==> src/rtl/bsl_pkg.sv <==
package bsl_pkg;
   typedef enum logic [1:0] {
      ST_HUNT = 2'd0,
      ST_CTRL = 2'd1,
      ST_POST = 2'd2
   } stage_e;
endpackage

==> src/rtl/bsl_fetch.sv <==
// Address issue stage: one read per cycle, response tracked one cycle later.
module bsl_fetch #(
   parameter int            AW         = 16,
   parameter logic [AW-1:0] START_ADDR = 16'h0400,
   parameter logic [AW-1:0] LAST_ADDR  = 16'h0FFF
) (
   input  logic          clk,
   input  logic          rst_n,
   input  logic          go,
   input  logic          halt,
   output logic          rd,
   output logic [AW-1:0] addr,
   output logic          rsp_vld,
   output logic [AW-1:0] rsp_addr,
   output logic          rsp_last
);
   logic live;

   always_ff @(posedge clk) begin
      if (!rst_n) begin
         live     <= 1'b0;
         addr     <= '0;
         rsp_vld  <= 1'b0;
         rsp_addr <= '0;
      end else if (go) begin
         live    <= 1'b1;
         addr    <= START_ADDR;
         rsp_vld <= 1'b0;
      end else if (halt) begin
         live    <= 1'b0;
         rsp_vld <= 1'b0;
      end else begin
         rsp_vld  <= live;
         rsp_addr <= addr;
         if (live) begin
            addr <= addr + 1'b1;
            if (addr == LAST_ADDR) live <= 1'b0;
         end
      end
   end

   assign rd       = live;
   assign rsp_last = (rsp_addr == LAST_ADDR);
endmodule

==> src/rtl/bsl_matcher.sv <==
// Three-stage marker recogniser working on returned bytes.
module bsl_matcher
   import bsl_pkg::*;
#(
   parameter int            DW        = 8,
   parameter logic [DW-1:0] PRE_BYTE  = 8'hB2,
   parameter logic [DW-1:0] CTRL_BYTE = 8'h00,
   parameter logic [DW-1:0] POST_BYTE = 8'h4D
) (
   input  logic          clk,
   input  logic          rst_n,
   input  logic          clear,
   input  logic          vld,
   input  logic [DW-1:0] data,
   output logic          hit,
   output logic          open_after
);
   stage_e stage, stage_nxt;

   always_comb begin
      stage_nxt = stage;
      hit       = 1'b0;
      if (vld) begin
         unique case (stage)
            ST_HUNT: if (data == PRE_BYTE) begin
               hit       = 1'b1;
               stage_nxt = ST_CTRL;
            end
            ST_CTRL: if (data == CTRL_BYTE) stage_nxt = ST_POST;
            ST_POST: if (data == POST_BYTE) stage_nxt = ST_HUNT;
            default: stage_nxt = ST_HUNT;
         endcase
      end
   end

   always_ff @(posedge clk) begin
      if (!rst_n || clear) stage <= ST_HUNT;
      else                 stage <= stage_nxt;
   end

   assign open_after = (stage_nxt != ST_HUNT);
endmodule

==> src/rtl/bsl_ptr_table.sv <==
// Pointer table: one register per entry, decoded write, muxed read.
module bsl_ptr_table #(
   parameter int DEPTH = 8,
   parameter int AW    = 16,
   localparam int IW   = $clog2(DEPTH)
) (
   input  logic          clk,
   input  logic          rst_n,
   input  logic          wr,
   input  logic [IW-1:0] wr_idx,
   input  logic [AW-1:0] wr_ptr,
   input  logic [IW-1:0] rd_idx,
   output logic [AW-1:0] rd_ptr
);
   logic [AW-1:0] ent [DEPTH];

   for (genvar g = 0; g < DEPTH; g++) begin : g_ent
      always_ff @(posedge clk) begin
         if (!rst_n)                            ent[g] <= '0;
         else if (wr && (wr_idx == IW'(g)))     ent[g] <= wr_ptr;
      end
   end

   assign rd_ptr = ent[rd_idx];
endmodule

==> src/rtl/bitstream_locator.sv <==
module bitstream_locator #(
   parameter int AW                = 16,
   parameter int DW                = 8,
   parameter int DEPTH             = 8,
   parameter logic [AW-1:0] START_ADDR = 16'h0400,
   parameter logic [AW-1:0] END_ADDR   = 16'h1000,
   parameter logic [DW-1:0] PRE_BYTE   = 8'hB2,
   parameter logic [DW-1:0] CTRL_BYTE  = 8'h00,
   parameter logic [DW-1:0] POST_BYTE  = 8'h4D,
   localparam int IW = $clog2(DEPTH),
   localparam int CW = $clog2(DEPTH + 1)
) (
   input  logic          clk,
   input  logic          rst_n,
   input  logic          start,
   output logic          mem_rd,
   output logic [AW-1:0] mem_addr,
   input  logic [DW-1:0] mem_data,
   output logic          busy,
   output logic          done,
   input  logic [IW-1:0] tbl_idx,
   output logic [AW-1:0] tbl_ptr,
   output logic [CW-1:0] count,
   output logic          full,
   output logic          truncated
);
   localparam logic [AW-1:0] LAST_ADDR = END_ADDR - 1'b1;
   localparam logic [CW-1:0] CNT_LAST  = CW'(DEPTH - 1);

   if (DEPTH < 2) begin : g_bad_depth
      $error("bitstream_locator: DEPTH must be at least 2");
   end
   if (START_ADDR >= END_ADDR) begin : g_bad_window
      $error("bitstream_locator: START_ADDR must lie below END_ADDR");
   end

   logic          go, halt, stop_full, stop_end;
   logic          rsp_vld, rsp_last, hit, open_after;
   logic [AW-1:0] rsp_addr;

   assign go        = start && !busy;
   assign stop_full = hit && (count == CNT_LAST);
   assign stop_end  = rsp_vld && rsp_last && !stop_full;
   assign halt      = stop_full || stop_end;

   bsl_fetch #(.AW(AW), .START_ADDR(START_ADDR), .LAST_ADDR(LAST_ADDR)) u_fetch (
      .clk(clk), .rst_n(rst_n), .go(go), .halt(halt),
      .rd(mem_rd), .addr(mem_addr),
      .rsp_vld(rsp_vld), .rsp_addr(rsp_addr), .rsp_last(rsp_last)
   );

   bsl_matcher #(.DW(DW), .PRE_BYTE(PRE_BYTE), .CTRL_BYTE(CTRL_BYTE),
                 .POST_BYTE(POST_BYTE)) u_match (
      .clk(clk), .rst_n(rst_n), .clear(go), .vld(rsp_vld), .data(mem_data),
      .hit(hit), .open_after(open_after)
   );

   bsl_ptr_table #(.DEPTH(DEPTH), .AW(AW)) u_tbl (
      .clk(clk), .rst_n(rst_n), .wr(hit), .wr_idx(count[IW-1:0]),
      .wr_ptr(rsp_addr), .rd_idx(tbl_idx), .rd_ptr(tbl_ptr)
   );

   always_ff @(posedge clk) begin
      if (!rst_n) begin
         busy      <= 1'b0;
         done      <= 1'b0;
         count     <= '0;
         full      <= 1'b0;
         truncated <= 1'b0;
      end else if (go) begin
         busy      <= 1'b1;
         done      <= 1'b0;
         count     <= '0;
         full      <= 1'b0;
         truncated <= 1'b0;
      end else if (busy) begin
         if (hit)       count     <= count + 1'b1;
         if (stop_full) full      <= 1'b1;
         if (stop_end)  truncated <= open_after;
         if (halt) begin
            busy <= 1'b0;
            done <= 1'b1;
         end
      end
   end
endmodule

==> config.mk <==
export PLATFORM = sky130hd
export DESIGN_NAME = bitstream_locator
export DESIGN_NICKNAME = d
export VERILOG_FILES = /design/src/rtl/bsl_pkg.sv /design/src/rtl/bsl_fetch.sv /design/src/rtl/bsl_matcher.sv /design/src/rtl/bsl_ptr_table.sv /design/src/rtl/bitstream_locator.sv
export SDC_FILE = /design/constraint.sdc
export NUM_CORES = 1
export LEC_CHECK = 0
export BUFFER_PORTS_ARGS = -buffer_cell sky130_fd_sc_hd__buf_2
export CAP_MARGIN = 10
export CORE_ASPECT_RATIO = 0.9
export CORE_MARGIN = 3
export CORE_UTILIZATION = 35
export CTS_CLUSTER_SIZE = 25
export DETAILED_ROUTE_END_ITERATION = 6
export PLACE_DENSITY = 0.59
export SKIP_CTS_REPAIR_TIMING = 1
export SLEW_MARGIN = 20
export SYNTH_ARGS = -nofsm -noshare
export SYNTH_HDL_FRONTEND = slang
export SYNTH_SLANG_ARGS = --single-unit
==> constraint.sdc <==
create_clock -name clk -period 4.75 [get_ports clk]
set_input_delay 0.475 -clock clk [delete_from_list [all_inputs] [get_ports clk]]
set_output_delay 0.475 -clock clk [all_outputs]
set_load 0.02 [all_outputs]
-- After elaboration in Yosys (flattened, before gate mapping)
Memories as Yosys holds them, arrays and structs flattened.
Index checks and enable logic that the tools add are counted.
- flip-flop bits (word level): 44
- memory bits (writable): 128
- bits in read-only memories: 0
- memories kept: 1
- bits in latches: 0
- memories (name ; depth ; width ; rd ports ; clocked after memory_dff ; write ports ; RTL line ; text):
    u_tbl.ent ; 8 ; 16 ; 1 ; 0 ; 8 ; bsl_ptr_table.sv:15 ; logic [AW-1:0] ent [DEPTH];
- magnitude comparators: 0
- add/subtract/negate cells: 2
- multiplexer cells: 51
- shift operators: 0
- reductions and logical operators: 31
- div/mod/pow operators: 0
- equality and inequality tests: 15
- bitwise operators: 11
- multiply operators: 0
- operators with widths (cell ; count):
    two-way mux 16 bit ; 8
    two-way mux 1 bit ; 35
    two-way mux 11 bit ; 3
    == test 16 x 12 -> 1 bit (second input constant) ; 2
    adder 16 x 1 -> 16 bit (second input constant) ; 1
    AND reduction 2 bit ; 7
    == test 3 bit (second input constant) ; 4
    logical AND 1 bit ; 12
    == test 8 x 7 -> 1 bit (second input constant) ; 1
    == test 8 bit (second input constant) ; 1
    zero test 8 bit ; 1
    two-way mux 2 bit ; 4
    OR 1 bit ; 8
    == test 3 x 2 -> 1 bit (second input constant) ; 2
    case mux 2 bit (3 select lines) ; 1
    adder 4 x 1 -> 4 bit (second input constant) ; 1
    == test 4 x 3 -> 1 bit (second input constant) ; 1
    nonzero test 2 bit ; 2
    == test 3 x 1 -> 1 bit (second input constant) ; 1
    zero test 1 bit ; 3
    zero test 3 bit ; 1
    NOT 1 bit ; 3
    OR reduction 3 bit ; 1
    == test 2 x 1 -> 1 bit (second input constant) ; 1
    other kinds (5) ; 6

-- Logic depth before layout (Yosys ltp)
Gate-level depths: netlist of the first run.
- word-level depth: 11
- depth in mapped cells: 8

-- By module
From an unflattened synthesis of the first run, not the netlist that was laid out.
- cell total of the unflattened synthesis: 602
- area total of the unflattened synthesis: 7791.2 µm²
- by module, submodules not included (module ; area an instance (µm²) ; sequential area each (µm²) ; times used ; cells an instance):
    bsl_ptr_table ; 5809.3 ; 3843.7 ; 1 ; 374
    bsl_fetch ; 1432.6 ; 680.7 ; 1 ; 169
    bitstream_locator ; 355.3 ; 160.2 ; 1 ; 38
    bsl_matcher ; 193.9 ; 40.0 ; 1 ; 21

-- Worst setup path after synthesis of the first run
Ideal clock, no wire load.
- kind: input port to flip-flop
- start: input mem_data[0]
- end: memory u_tbl.ent[0][0], enable pin
- slack: 2.424 ns
- buffers on the path: 1
- cell stages on the path: 5
- arrival: 1.955 ns
- setup time: 0.372 ns
- path through: or4_4 buf_6 nor4_1 nand2_1 nand2_1
- RTL lines (element ; RTL line ; text):
    from (decl) ; bitstream_locator.sv:18 ; input logic [DW-1:0] mem_data,
    to (decl) ; bsl_ptr_table.sv:15 ;

-- Worst setup path after layout of the first run
- start: input tbl_idx[0]
- end: output tbl_ptr[3]
- cells in the longest elaborated chain, start to end: 1
- RTL lines (element ; RTL line ; text):
    from (decl) ; bitstream_locator.sv:21 ; input logic [IW-1:0] tbl_idx,
    memory (8 x 16 bit) ; n/a ;
    to (decl) ; bitstream_locator.sv:22 ; output logic [AW-1:0] tbl_ptr,
No other way between the ends.

==> results of run 1 <==
final cells by class:
class | instances | area, sq um | share of cell area (%)
timing repair buffer | 60 | 315 | 3.53
sequential | 172 | 4720 | 52.9
multi-input combinational | 379 | 2950 | 33.0
clock inverter | 15 | 130 | 1.46
inverter | 7 | 26.3 | 0.294
tap | 291 | 364 | 4.07
clock buffer | 17 | 425 | 4.76
worst max-delay path, stage by stage:
cell,delay [ns]
buf_2,0.59
buf_4,0.42
mux4_2,0.54
mux2_2,0.31
buf_2,0.17
stage by stage:
| step | total power, W | hold slack (ns) | util (%) | cell area, sq um |
|---|---|---|---|---|
| 3_3_place_gp | 0.00193 | 0.447 | 38.1 | 8370 |
| 2_1_floorplan | 0.00186 | 0.464 | - | 7910 |
| 6_report | 0.00321 | 0.477 | 40.7 | 8940 |
| 4_1_cts | 0.00324 | 0.478 | 40.7 | 8930 |
| 3_5_place_dp | 0.00193 | 0.460 | 38.1 | 8370 |
| 5_1_grt | 0.00332 | 0.497 | 40.7 | 8940 |
registers in the layout (all words and copies together) (netlist names):
signal            flops
busy                  1
count                 4
done                  1
full                  1
truncated             1
u_fetch.addr         16
u_fetch.rd            1
u_fetch.rsp_addr     16
u_fetch.rsp_vld       1
u_match.stage         2
u_tbl.ent           128
power by group:
part,switching [W],internal (W)
clock,0.000629,0.000690
sequential,0.0000248,0.00166
combinational,0.000125,0.0000818
total,0.000778,0.00244
Yosys cell counts (all sizes together), types with 7 or more instances:
| cell type | n |
|---|---|
| dfxtp | 44 |
| and2 | 33 |
| edfxtp | 128 |
| ha | 7 |
| nand3 | 30 |
| and3 | 104 |
| mux2 | 16 |
| mux4 | 32 |
| buf | 16 |
| nor2 | 15 |
| a21oi | 15 |
| clkbuf | 30 |
| inv | 7 |
| o21ai | 23 |
| nand2 | 42 |
| or4 | 9 |
layer usage:
layer  track usage [%]  up-vias  wire length, um
li1                  -     2386                -
met1              24.1     2511             9100
met2              24.1      154             8420
met3              3.15       15             1000
met4              4.36        0              224
met5                 0        -                0
cells by family (layout without fill, tap and decap cells):
family,count (synthesis),in the layout
adders and majority gates,7,7
xor gates and xnor gates,6,6
AOI/OAI and AO/OA,61,61
muxes,49,49
and+or+nand+nor,256,256
DFF,172,172
buffers and inverters,53,99
worst max-delay path by stage:
stage | start | end | slack (ns) | cells after the start
2_1_floorplan | mem_data[0] | u_tbl.ent[0][0] | 2.42 | 5
3_3_place_gp | tbl_idx[0] | tbl_ptr[3] | 1.72 | 5
3_5_place_dp | tbl_idx[0] | tbl_ptr[3] | 1.69 | 5
4_1_cts | tbl_idx[0] | tbl_ptr[3] | 1.68 | 5
5_1_grt | tbl_idx[0] | tbl_ptr[3] | 1.62 | 5
6_report | tbl_idx[0] | tbl_ptr[3] | 1.76 | 5
==> metrics.cfg, run 1 <==
[status]
outcome = finished, final reports clean

[layout]
final_nets = 658
final_cell_mix = edfxtp_1, and3_1, buf_2, dfxtp_1, nand2_1
layout-drive-gt1-share_pct = 22.9
antenna_cells = 0
syn2layout_area_growth_pct = 13.0
fill_cells = 2059
layout_commonest_cell = edfxtp_1
stdcell_count = 941

[hold_path]
hold_class = register to register
min_path_cells = 1
worst_hold_startpoint = done
hold-path-endpoint = done

[global_route]
overflow = 0
grt_max_degree = 50
grt_pass1_wl_um = 29700
grt_pass1_vias = 5058
antenna_found_initial = 0
track_usage_pct = 16.1

[drt]
drt_wl_total_um = 18800
via_per_inst = 5.38
drt_iter0_drc = 495
firstDrtPassIters = 4
num_vias = 5066
avgRoutedWirePerCell_um = 19.9
antenna_left = 0
route.detailed.drc = 0

[clocking]
clk_pin_slew_ns = 0.07
clock_latency_ns = 0.43
htreeDepth = 4
numCtsBuffers = 17
root_buffer = clkbuf_16
cts_tree = done
clock_path_buffers = 2
cts_sinks = 172

[floorplanning]
die_area_sq_mm = 0.0244
core_area_sq_mm = 0.0220
initial_core_util_pct = 36.0
rows = 51
die_y_um = 149
die_x_um = 164
ios = 55

[logic_synthesis]
synth-edff-count = 128
yosys_warnings = 0
muxShareOfSynthArea_pct = 11.5
ys_seq_elements = 172
seq_area_frac_synth_pct = 59.7
synthAdderAreaFrac_pct = 1.11
yosys-top-cells-area = edfxtp_1, dfxtp_1, mux4_2
synthXorXnorAreaFrac_pct = 0.664
ys.flop_type = edfxtp_1
syn-instance-count = 604
synth_simple_gate_area_share_pct = 18.8
synth_top_cell_area_share_pct = 48.6
async_flop_share_pct = 0
ys_types = 49
synth_compound_area_share_pct = 5.12
synth_area_per_cell_sq_um = 13.1
syn-num-nets = 625
synth_area_sq_mm = 0.00791
synth_top_cell_by_area = edfxtp_1
synth_top_family_by_area = simple AND/OR/NAND/NOR gates

[timing]
drv_slew = 0
timing.final.crit_share_pct = 62.9
rsz0062_at_grt = false
fin_crit_ns = 2.99
layout_setup_ws_ns = 1.76
finClkSkew_ns = 0.0124
worst_slew_pin_slew_ns = 0.955
setup_violations = 0
hold_viol = 0
max_slew_margin_pct = 36.2
setup_tns_ns = 0
timing.fmax_mhz = 335

[critical_path]
r2r_cells = 4
setup.worst_path.end_class = output port
worstPathArrival_ns = 2.51
worstSetupStartpointType = primary input
r2r-end = u_tbl.ent[6][11]
cp_max_fo = 20
r2r_slack_ns = 2.09
r2r-start = u_match.stage[1]
crit_type = primary input to output port
required_ns = 4.28

[place]
numPortBuffers = 54
placedCellCount = 909
routabilityCongestion = 0.792
pre_cts_slack_ns = 1.69
hpwlAfterDp_um = 11700

[pwr]
total_leakage_power_nw = 3.42
p_per_area_mw_per_mm2 = 360
vdd_drop_max_uv = 254

[flow_run]
drv_cap = 0

(Power assumes the default switching activity.)
==> run 2: changes to the inputs <==
- PLACE_DENSITY: 0.59 -> 0.61
- clock period: 4.75 -> 2.5 ns (I/O delays scaled with it)
==> metrics.cfg, run 2 (synthesis results as in run 1) <==
[status]
outcome = finished, final reports clean

[drt]
avgRoutedWirePerCell_um = 19.9  ; -0.29%
route.detailed.drc = 0  ; unchanged
firstDrtPassIters = 6  ; +2
num_vias = 5249  ; +3.6%
via_per_inst = 5.48  ; +1.8%
antenna_left = 0  ; unchanged
drt_iter0_drc = 408  ; -18%
drt_wl_total_um = 19000  ; +1.5%

[global_route]
grt_pass1_vias = 5252  ; +3.8%
antenna_found_initial = 0  ; unchanged
overflow = 0  ; unchanged
grt_pass1_wl_um = 29800  ; +0.21%
track_usage_pct = 16.2  ; +0.073 points
grt_max_degree = 49  ; -2.0%

[timing]
timing.fmax_mhz = 454
worst_slew_pin_slew_ns = 0.644  ; -0.311 ns
setup_tns_ns = 0  ; unchanged
timing.final.crit_share_pct = 88.1
setup_violations = 0  ; unchanged
max_slew_margin_pct = 57.0  ; +21 points
drv_slew = 0  ; unchanged
fin_crit_ns = 2.20
layout_setup_ws_ns = 0.297  ; -1.47 ns
rsz0062_at_grt = false
finClkSkew_ns = 0.00930  ; -0.00309 ns
hold_viol = 0  ; unchanged

[place]
numPortBuffers = 54  ; unchanged
routabilityCongestion = 0.761  ; -3.9%
hpwlAfterDp_um = 11700  ; -0.28%
placedCellCount = 927  ; +2.0%
pre_cts_slack_ns = 0.215  ; -1.47 ns

[critical_path]
setup.worst_path.end_class = register
cp_max_fo = 22  ; +10%
crit_type = register to register
required_ns = 2.86  ; -1.42 ns
worstPathArrival_ns = 2.56  ; +0.05 ns
worstSetupStartpointType = register

[layout]
largest-register = u_tbl.ent
stdcell_count = 958  ; +1.8%
final_nets = 676  ; +2.7%
syn2layout_area_growth_pct = 16.9
antenna_cells = 0  ; unchanged
layout-drive-gt1-share_pct = 24.9  ; +2.0 points
largest_reg_flops = 128  ; unchanged
layout_commonest_cell = edfxtp_1
fill_cells = 2014  ; -2.2%
final_cell_mix = edfxtp_1, and3_1, buf_2, dfxtp_1, nand2_1
reg.largest.list = u_tbl.ent x128, u_fetch.addr x16, u_fetch.rsp_addr x16

[clocking]
clk_pin_slew_ns = 0.06  ; about the same
cts_sinks = 172  ; unchanged
cts_tree = done
root_buffer = clkbuf_16
htreeDepth = 4  ; unchanged
clock_path_buffers = 2  ; unchanged
numCtsBuffers = 17  ; unchanged
clock_latency_ns = 0.43  ; about the same

[floorplanning]
core_area_sq_mm = 0.0220  ; unchanged
die_x_um = 164  ; unchanged
die_y_um = 149  ; unchanged
die_area_sq_mm = 0.0244  ; unchanged
rows = 51  ; unchanged
initial_core_util_pct = 36.0  ; unchanged
ios = 55  ; unchanged

[pwr]
vdd_drop_max_uv = 411  ; +62%
p_per_area_mw_per_mm2 = 684  ; +90%
total_leakage_power_nw = 3.57  ; +4.4%

[hold_path]
hold_class = primary input to register

[flow_run]
drv_cap = 0  ; unchanged

-- run 2: changes by cell type in the layout (fill, tap and decap cells not counted), moves of 2 or more --
cell       previous run  this run
buf_12                0        11
bufinv_16             0         3
buf_4                 6        13
inv_6                 5         3
inv_8                 4         0
-- run 2: cell type report --
cell class	instances	area (sq um)	share of cell area [%]
Clock buffer	18	429	4.64
Clock inverter	13	166	1.80
Inverter	7	26.3	0.284
Multi-Input combinational cell	379	2950	31.9
Sequential cell	172	4720	51.1
Tap cell	291	364	3.94
Timing Repair Buffer	78	588	6.36
-- run 2: routing by layer --
| metal | GRT usage (%) | part of all wire [%] |
|---|---|---|
| met5 | 0 | 0 |
| met4 | 4.74 | 1.2 |
| met3 | 4.34 | 6.7 |
| met2 | 25.0 | 46 |
| met1 | 22.6 | 46 |
-- run 2: worst paths after layout --
path,endpoint,startpoint,cells past startpoint,slack (ns)
worst max-delay path,u_fetch.addr[12],u_fetch.rsp_addr[12],6,0.30
worst min-delay path,u_match.stage[1],mem_data[7],5,0.27
worst max register to register,u_fetch.addr[12],u_fetch.rsp_addr[12],6,0.30
worst min register to register,done,done,1,0.47
-- run 2: worst max-delay path, cell delays in order (launching register included) --
cell	delay, ns
dfxtp_1	0.43
or4b_1	0.61
nor4_4	0.33
buf_4	0.23
a21o_4	0.25
o31ai_1	0.13
a21oi_2	0.15
-- run 2: metrics by stage --
stage	utilization [%]	cell area (sq um)	power, W	hold slack [ns]
4_1_cts	42.1	9240	0.00637	0.249
3_3_place_gp	39.4	8650	0.00369	0.447
6_report	42.1	9250	0.00632	0.268
2_1_floorplan	-	7910	0.00354	0.450
5_1_grt	42.1	9250	0.00654	0.296
3_5_place_dp	39.4	8650	0.00371	0.451
-- run 2: report_power, final --
part           switching (W)  internal [W]
Clock                0.00111       0.00157
Sequential         0.0000400       0.00316
Combinational       0.000252      0.000187
